**config.mk**
```make
export PLATFORM = sky130hd
export DESIGN_NAME = dram_refresh_seq
export DESIGN_NICKNAME = d
export VERILOG_FILES = /design/src/rtl/dref_pkg.sv /design/src/rtl/dref_timebase.sv /design/src/rtl/dref_work_ctr.sv /design/src/rtl/dref_strobe_seq.sv /design/src/rtl/dram_refresh_seq.sv
export SDC_FILE = /design/constraint.sdc
export NUM_CORES = 1
export LEC_CHECK = 0
export ABC_AREA = 1
export BUFFER_PORTS_ARGS = -buffer_cell sky130_fd_sc_hd__buf_2
export CAP_MARGIN = 20
export CELL_PAD_IN_SITES_DETAIL_PLACEMENT = 0
export CELL_PAD_IN_SITES_GLOBAL_PLACEMENT = 1
export CORE_ASPECT_RATIO = 0.9
export CORE_UTILIZATION = 43
export DETAILED_ROUTE_END_ITERATION = 12
export HOLD_SLACK_MARGIN = 0.02
export PLACE_DENSITY = 0.91
export RECOVER_POWER = 25
export SYNTH_ARGS = -nofsm -noshare
export SYNTH_HDL_FRONTEND = slang
export SYNTH_SLANG_ARGS = --single-unit
```
**constraint.sdc**
```tcl
create_clock -name clk -period 2.3 [get_ports clk]
set_input_delay 0.46 -clock clk [delete_from_list [all_inputs] [get_ports clk]]
set_output_delay 0.46 -clock clk [all_outputs]
set_load 0.005 [all_outputs]
```
**src/rtl/dref_pkg.sv**
```systemverilog
// Shared types and helpers for the DRAM refresh sequencer.
// Assumes clock rates are given in kHz and delays in ns.
package dref_pkg;

    typedef enum logic [2:0] {
        ST_PAUSE,   // power-up wait
        ST_IDLE,    // nothing owed
        ST_REQ,     // requesting the bus
        ST_LEAD,    // strobe setup before RAS falls
        ST_ACT,     // RAS low
        ST_PRE      // precharge, RAS high
    } seq_state_e;

    // Smallest number of clock cycles covering a delay in ns.
    function automatic int ns_to_cyc(input int ns, input int khz);
        longint prod;
        prod = longint'(ns) * longint'(khz);
        return int'((prod + 64'sd999999) / 64'sd1000000);
    endfunction

endpackage

```
**src/rtl/dref_timebase.sv**
```systemverilog
// Time base: times the power-up pause and emits one tick per refresh interval.
// Assumes pause_run is high only in the pause state, ivl_run stays high once set.
module dref_timebase #(
    parameter int PAUSE_CYC    = 10001,
    parameter int INTERVAL_CYC = 1562
) (
    input  logic clk,
    input  logic rst_n,
    input  logic pause_run,
    input  logic ivl_run,
    output logic pause_done,
    output logic ivl_tick
);
    localparam int PW = $clog2(PAUSE_CYC + 1);
    localparam int IW = $clog2(INTERVAL_CYC + 1);

    logic [PW-1:0] pause_cnt;
    logic [IW-1:0] ivl_cnt;

    assign pause_done = pause_run && (pause_cnt == PW'(PAUSE_CYC - 1));
    assign ivl_tick   = ivl_run && (ivl_cnt == IW'(INTERVAL_CYC - 1));

    // Count cycles spent in the power-up pause.
    always_ff @(posedge clk) begin
        if (!rst_n)
            pause_cnt <= '0;
        else if (pause_run && !pause_done)
            pause_cnt <= pause_cnt + 1'b1;
    end

    // Free-running interval counter once initialization has finished.
    always_ff @(posedge clk) begin
        if (!rst_n)
            ivl_cnt <= '0;
        else if (ivl_run)
            ivl_cnt <= ivl_tick ? '0 : ivl_cnt + 1'b1;
    end

endmodule

```
**src/rtl/dref_work_ctr.sv**
```systemverilog
// Work bookkeeping: dummy cycles left during init, owed refreshes afterwards.
// Assumes cycle_done pulses for one clock at the end of every refresh cycle.
module dref_work_ctr #(
    parameter int DUMMY_CYCLES = 8,
    parameter int MAX_OWED     = 4,
    parameter int OWED_W       = 3
) (
    input  logic              clk,
    input  logic              rst_n,
    input  logic              tick,
    input  logic              cycle_done,
    output logic              init_done,
    output logic              work,
    output logic              more_work,
    output logic [OWED_W-1:0] owed
);
    localparam int DW = $clog2(DUMMY_CYCLES + 1);

    logic [DW-1:0]     dummy_left;
    logic [OWED_W-1:0] owed_dec;

    // Count down the dummy burst and flag completion after the last one.
    always_ff @(posedge clk) begin
        if (!rst_n) begin
            dummy_left <= DW'(DUMMY_CYCLES);
            init_done  <= 1'b0;
        end else if (!init_done && cycle_done) begin
            dummy_left <= dummy_left - 1'b1;
            if (dummy_left == DW'(1))
                init_done <= 1'b1;
        end
    end

    // Owed count after a completed refresh is taken off.
    always_comb begin
        owed_dec = owed;
        if (init_done && cycle_done && owed != '0)
            owed_dec = owed - 1'b1;
    end

    // Add a due refresh unless the owed count is saturated.
    always_ff @(posedge clk) begin
        if (!rst_n)
            owed <= '0;
        else if (tick && owed_dec != OWED_W'(MAX_OWED))
            owed <= owed_dec + 1'b1;
        else
            owed <= owed_dec;
    end

    assign work      = init_done ? (owed != '0) : (dummy_left != '0);
    assign more_work = init_done ? (owed > OWED_W'(1)) : (dummy_left > DW'(1));

endmodule

```
**src/rtl/dref_strobe_seq.sv**
```systemverilog
// Strobe sequencer: requests the bus, then plays lead, RAS-low and precharge
// phases. RAS_ONLY selects the ordering and whether a row counter drives addr.
// Assumes bus_gnt is held for the whole cycle once given.
module dref_strobe_seq
    import dref_pkg::*;
#(
    parameter int LEAD_CYC = 1,
    parameter int ACT_CYC  = 5,
    parameter int PRE_CYC  = 3,
    parameter bit RAS_ONLY = 1'b0,
    parameter int ROW_BITS = 10
) (
    input  logic                clk,
    input  logic                rst_n,
    input  logic                pause_done,
    input  logic                work,
    input  logic                more_work,
    input  logic                bus_gnt,
    output seq_state_e          state,
    output logic                cycle_done,
    output logic                bus_req,
    output logic                strobe_oe,
    output logic                ras_n,
    output logic                ucas_n,
    output logic                lcas_n,
    output logic [ROW_BITS-1:0] row_addr
);
    localparam int MAXC = (LEAD_CYC > ACT_CYC) ?
                          ((LEAD_CYC > PRE_CYC) ? LEAD_CYC : PRE_CYC) :
                          ((ACT_CYC > PRE_CYC) ? ACT_CYC : PRE_CYC);
    localparam int CW = $clog2(MAXC + 1);

    logic [CW-1:0] cnt;

    assign cycle_done = (state == ST_PRE) && (cnt == '0);

    // Phase state machine with a down-counter per phase.
    always_ff @(posedge clk) begin
        if (!rst_n) begin
            state <= ST_PAUSE;
            cnt   <= '0;
        end else begin
            case (state)
                ST_PAUSE: if (pause_done) state <= ST_IDLE;
                ST_IDLE:  if (work) state <= ST_REQ;
                ST_REQ: if (bus_gnt) begin
                    state <= ST_LEAD;
                    cnt   <= CW'(LEAD_CYC - 1);
                end
                ST_LEAD: if (cnt == '0) begin
                    state <= ST_ACT;
                    cnt   <= CW'(ACT_CYC - 1);
                end else cnt <= cnt - 1'b1;
                ST_ACT: if (cnt == '0) begin
                    state <= ST_PRE;
                    cnt   <= CW'(PRE_CYC - 1);
                end else cnt <= cnt - 1'b1;
                ST_PRE: if (cnt == '0) state <= more_work ? ST_REQ : ST_IDLE;
                        else cnt <= cnt - 1'b1;
                default: state <= ST_IDLE;
            endcase
        end
    end

    assign bus_req   = (state == ST_REQ) || (state == ST_LEAD) ||
                       (state == ST_ACT) || (state == ST_PRE);
    assign strobe_oe = (state == ST_LEAD) || (state == ST_ACT) || (state == ST_PRE);
    assign ras_n     = (state != ST_ACT);

    generate
        if (RAS_ONLY) begin : g_ras_only
            logic [ROW_BITS-1:0] row_q;
            // Own row counter, one step per finished refresh, wraps naturally.
            always_ff @(posedge clk) begin
                if (!rst_n)
                    row_q <= '0;
                else if (cycle_done)
                    row_q <= row_q + 1'b1;
            end
            assign row_addr = row_q;
            assign ucas_n   = 1'b1;
            assign lcas_n   = 1'b1;
        end else begin : g_cbr
            logic cas_on;
            assign cas_on   = (state == ST_LEAD) || (state == ST_ACT);
            assign row_addr = '0;
            assign ucas_n   = !cas_on;
            assign lcas_n   = !cas_on;
        end
    endgenerate

endmodule

```
**src/rtl/dram_refresh_seq.sv**
```systemverilog
// Top of the DRAM refresh sequencer: power-up pause, dummy burst, then
// evenly spaced refresh with bus arbitration and owed-refresh replay.
// Assumes a single clock; all timing derived from CLK_KHZ at elaboration.
module dram_refresh_seq
    import dref_pkg::*;
#(
    parameter int CLK_KHZ      = 100000,
    parameter int PAUSE_US     = 100,
    parameter int RETENTION_US = 16000,
    parameter int ROW_BITS     = 10,
    parameter int DUMMY_CYCLES = 8,
    parameter int MAX_OWED     = 4,
    parameter bit RAS_ONLY     = 1'b0,
    parameter int TRC_NS       = 75,
    parameter int TRP_NS       = 25,
    parameter int TRAS_NS      = 40,
    parameter int TLEAD_NS     = 5
) (
    input  logic                clk,
    input  logic                rst_n,
    input  logic                bus_gnt,
    input  logic                acc_req_in,
    output logic                bus_req,
    output logic                strobe_oe,
    output logic                ras_n,
    output logic                ucas_n,
    output logic                lcas_n,
    output logic [ROW_BITS-1:0] dram_addr,
    output logic                init_done,
    output logic                acc_req_out
);
    localparam int PAUSE_CYC    = int'((longint'(PAUSE_US) * CLK_KHZ) / 1000 + 1);
    localparam int ROWS         = 1 << ROW_BITS;
    localparam int INTERVAL_CYC = int'(((longint'(RETENTION_US) * CLK_KHZ) / 1000) / ROWS);
    localparam int PRE_CYC      = ns_to_cyc(TRP_NS, CLK_KHZ);
    localparam int TRC_CYC      = ns_to_cyc(TRC_NS, CLK_KHZ);
    localparam int RAS_MIN      = ns_to_cyc(TRAS_NS, CLK_KHZ);
    localparam int ACT_CYC      = (RAS_MIN > TRC_CYC - PRE_CYC) ? RAS_MIN : TRC_CYC - PRE_CYC;
    localparam int LEAD_RAW     = ns_to_cyc(TLEAD_NS, CLK_KHZ);
    localparam int LEAD_CYC     = (LEAD_RAW < 1) ? 1 : LEAD_RAW;
    localparam int OWED_W       = $clog2(MAX_OWED + 1);

    seq_state_e        state;
    logic              in_pause;
    logic              pause_done;
    logic              ivl_tick;
    logic              cycle_done;
    logic              work;
    logic              more_work;
    logic [OWED_W-1:0] owed;

    assign in_pause    = (state == ST_PAUSE);
    assign acc_req_out = acc_req_in && init_done;

    dref_timebase #(
        .PAUSE_CYC    (PAUSE_CYC),
        .INTERVAL_CYC (INTERVAL_CYC)
    ) u_timebase (
        .clk        (clk),
        .rst_n      (rst_n),
        .pause_run  (in_pause),
        .ivl_run    (init_done),
        .pause_done (pause_done),
        .ivl_tick   (ivl_tick)
    );

    dref_work_ctr #(
        .DUMMY_CYCLES (DUMMY_CYCLES),
        .MAX_OWED     (MAX_OWED),
        .OWED_W       (OWED_W)
    ) u_work (
        .clk        (clk),
        .rst_n      (rst_n),
        .tick       (ivl_tick),
        .cycle_done (cycle_done),
        .init_done  (init_done),
        .work       (work),
        .more_work  (more_work),
        .owed       (owed)
    );

    dref_strobe_seq #(
        .LEAD_CYC (LEAD_CYC),
        .ACT_CYC  (ACT_CYC),
        .PRE_CYC  (PRE_CYC),
        .RAS_ONLY (RAS_ONLY),
        .ROW_BITS (ROW_BITS)
    ) u_seq (
        .clk        (clk),
        .rst_n      (rst_n),
        .pause_done (pause_done),
        .work       (work),
        .more_work  (more_work),
        .bus_gnt    (bus_gnt),
        .state      (state),
        .cycle_done (cycle_done),
        .bus_req    (bus_req),
        .strobe_oe  (strobe_oe),
        .ras_n      (ras_n),
        .ucas_n     (ucas_n),
        .lcas_n     (lcas_n),
        .row_addr   (dram_addr)
    );

endmodule

```
==> flow_summary.ini <==
[setup_path]
most_frequent_cell_on_the_critical_path = inv_1
cp_num_buf_inv = 3
critical_path.slowest_cell = dfxtp_1
crit_path_cell_trace = inv_1, nand3_1, inv_1, nor2_1, buf_2
setup.worst_path.end_class = output port
crit_path_start_kind = flip-flop
criticalPathCategory = reg -> out
cp_max_fo = 7
critPathMaxStageDelay_ns = 0.46
rrSetupSlack_ns = 0.42
critPathTopFamily = flip-flops
worst-endpoint-arrival_ns = 1.42
worstPathRequired_ns = 1.84

[synthesis]
ys.flop_type = dfxtp_1
synth_xor_area_share_pct = 3.97
yosysSeqAreaShare_pct = 32.2
synth.mux.area_fraction_pct = 0
synth.largest_area_cell = dfxtp_1
ys_ff_latch = 39
syn-mean-instance-area_sq_um = 6.74
synthMostInstantiatedCell = nand2_1
synth_compound_area_share_pct = 11.7
yosys_warnings = 0
synth_simple_gate_area_share_pct = 32.7
synthCells = 360
synth.top_cells.by_area = dfxtp_1 32%, nand2_1 11%, inv_1 7.9%, a21oi_1 6.2%, ha_1 6.2%
yosys.cell_types.count = 30
synthesis.area_sq_um = 2430
yosys.area.top_type_share_pct = 32.2
yosys-top-cells-count = 71 x nand2_1, 51 x inv_1, 39 x dfxtp_1
post_synth_fa_ha_maj_area_fraction_pct = 6.19
postSynth.asyncResetShare_pct = 0
edff_count_synth = 0
largest_family_of_logic_cells_by_synthesized_area = simple AND/OR/NAND/NOR gates

[clock_tree]
clock_sink_count = 39
cts.htree.levels = 2
insertion_delay_ns = 0.29
tritoncts.num_buffers = 5
clk_root_buffer_cell = clkbuf_8
postcts_setup_bufs = 0
quantity_of_hold_fixing_buffers_added_after_cts = 0
cts.clk_slew.worst_paths_ns = 0.08
post_cts_resize_count = 0
clk_path_buf_depth = 2
tritoncts = built

[floorplan]
io_pins = 21
start_util_pct = 45.4
chipHeight_microns = 73.3
core_box_area_sq_um = 5350
die-width_microns = 81.2
dieArea_sq_um = 5950
num_rows = 25

[power_and_ir_drop]
switchingPower_mw = 0.631
power-per-cell-area_nw_per_um2 = 687
sequential_fraction_of_design_power_pct = 42.3
power.clock.fraction_pct = 29.1
leakagePower_nw = 1.04
switching_share_pct = 35.4
power_frac_comb_pct = 28.6
cell_internal_pwr_mw = 1.15
vdd_drop_max_uv = 296

[finish]
final-instance-count-excl-fill = 440
antenna-diode-count = 0
fin_nets = 388
multiInputGateArea_sq_um = 1360
final_layout_size_suffix_gt1_share_pct = 9.92
final.fill_count = 534
layout.area.seq_sq_um = 781
syn2layout_area_growth_pct = 7.06

[place]
placed_cells_incl_taps = 432
globalplace.congestion = 0.802
port_buffers = 10
detailed_place_hpwl_microns = 3520

[timing]
hold_fails_final_rpt = 0
max_clock_freq_mhz = 532
finalCritPeriodShare_pct = 81.7
grt_setup_unrepaired = no
period_needed_ns = 1.88
finalSetupViolations = 0
finClkSkew_ns = 0.0153
setup_tns_ns = 0
drv_slew = 0

[grt]
antenna_found_initial = 0
grt-ovfl-total = 0
global_route.usage.total_pct = 17.9
grt_max_degree = 19
number_of_global_route_vias_before_repair = 1933
grt_pass1_wl_microns = 8290

[routing]
routedWlPerCell_microns = 10.6
vias_per_cell = 4.85
via_count = 2134
postRouteWirelength_microns = 4660
first_iter_violations = 113
drcViolationCount = 0
drt_pre_antenna_iters = 4
number_of_nets_with_antenna_violations_after_routing = 0

[run]
number_of_max_cap_violations = 0

[worst_hold_path]
worst_hold_path_type = reg -> reg

[run_status]
outcome = finished clean
-- area by class of cell --
type / count / area share [%]
Sequential cell: 39 / 30.0
Inverter: 56 / 8.09
Tap cell: 67 / 3.23
Clock inverter: 1 / 0.289
Clock buffer: 7 / 3.71
Multi-Input combinational cell: 258 / 52.3
Timing Repair Buffer: 12 / 2.31
-- through the flow --
step | util, % | setup slack [ns] | hold WS (ns) | power [mW] | cell area (sq um)
global route | 48.6 | 0.165 | 0.491 | 1.92 | 2600
floorplan | - | 0.617 | 0.441 | 1.18 | 2460
detailed placement | 46.8 | 0.459 | 0.455 | 1.28 | 2500
global placement | 46.8 | 0.510 | 0.449 | 1.28 | 2500
CTS | 48.7 | 0.404 | 0.467 | 1.81 | 2610
finish | 48.6 | 0.420 | 0.466 | 1.79 | 2600
-- per-layer routing --
| metal | global-route usage, % | share of wire [%] | vias up |
|---|---|---|---|
| met3 | 4.22 | 3.5 | 8 |
| met4 | 6.55 | 1.4 | 0 |
| met2 | 27.4 | 42 | 31 |
| met5 | 0 | 0 | - |
| li1 | - | - | 1147 |
| met1 | 24.4 | 54 | 948 |
-- registers in the layout (all words and copies together), names as in the netlist --
register / count
u_work.init_done: 1
u_seq.cnt: 3
u_work.dummy_left: 4
u_work.owed: 3
u_timebase.ivl_cnt: 11
u_seq.state: 3
u_timebase.pause_cnt: 14
-- layout by cell type (no fill, tap or decap), types with 3 or more instances in the layout --
cell	instances
nand2_2	8
dfxtp_1	39
clkbuf_8	7
ha_1	12
a21oi_1	30
inv_2	5
conb_1	10
o21ai_0	12
nand3b_1	6
inv_1	51
nand3_1	23
o21a_1	3
nand2_1	72
nor3_1	17
buf_2	9
xor2_1	9
nor2_1	36
nand4_1	4
-- cell families (layout without fill, tap and decap cells) --
group	Yosys count	in the layout
fa+ha+maj	12	12
simple gates	174	174
other cells	1	10
compound gates	51	51
buf+inv	72	76
xor+xnor	11	11
flops	39	39
-- worst reg2reg max path, cell delays in order (launching register included) --
cell,delay (ns)
dfxtp_1,0.32
inv_1,0.10
ha_1,0.15
nand2_1,0.15
nor2_4,0.23
nand3_1,0.09
nand2_1,0.11
inv_1,0.06
ha_1,0.18
a21oi_1,0.19
nand2_1,0.08
nand2_1,0.07
nor2_2,0.04
-- power by group through the flow --
| stage | registers, mW | clock network [mW] | logic (mW) |
|---|---|---|---|
| 2_1_floorplan | 0.763 | 0 | 0.415 |
| 3_3_place_gp | 0.770 | 0 | 0.506 |
| 3_5_place_dp | 0.771 | 0 | 0.505 |
| 4_1_cts | 0.756 | 0.542 | 0.515 |
| 5_1_grt | 0.763 | 0.563 | 0.590 |
| 6_report | 0.756 | 0.519 | 0.510 |
-- final timing paths --
path,startpoint,depth (start not counted),endpoint
max reg2reg,u_seq.cnt[0]$_SDFFE_PN0P_,12,u_work.owed[2]$_SDFF_PN0_
min,u_timebase.pause_cnt[12]$_SDFFE_PN0P_,2,u_timebase.pause_cnt[12]$_SDFFE_PN0P_
min reg2reg,u_timebase.pause_cnt[12]$_SDFFE_PN0P_,2,u_timebase.pause_cnt[12]$_SDFFE_PN0P_
max,u_seq.state[0]$_SDFFE_PN0P_,5,lcas_n
(Power assumes the default switching activity.)
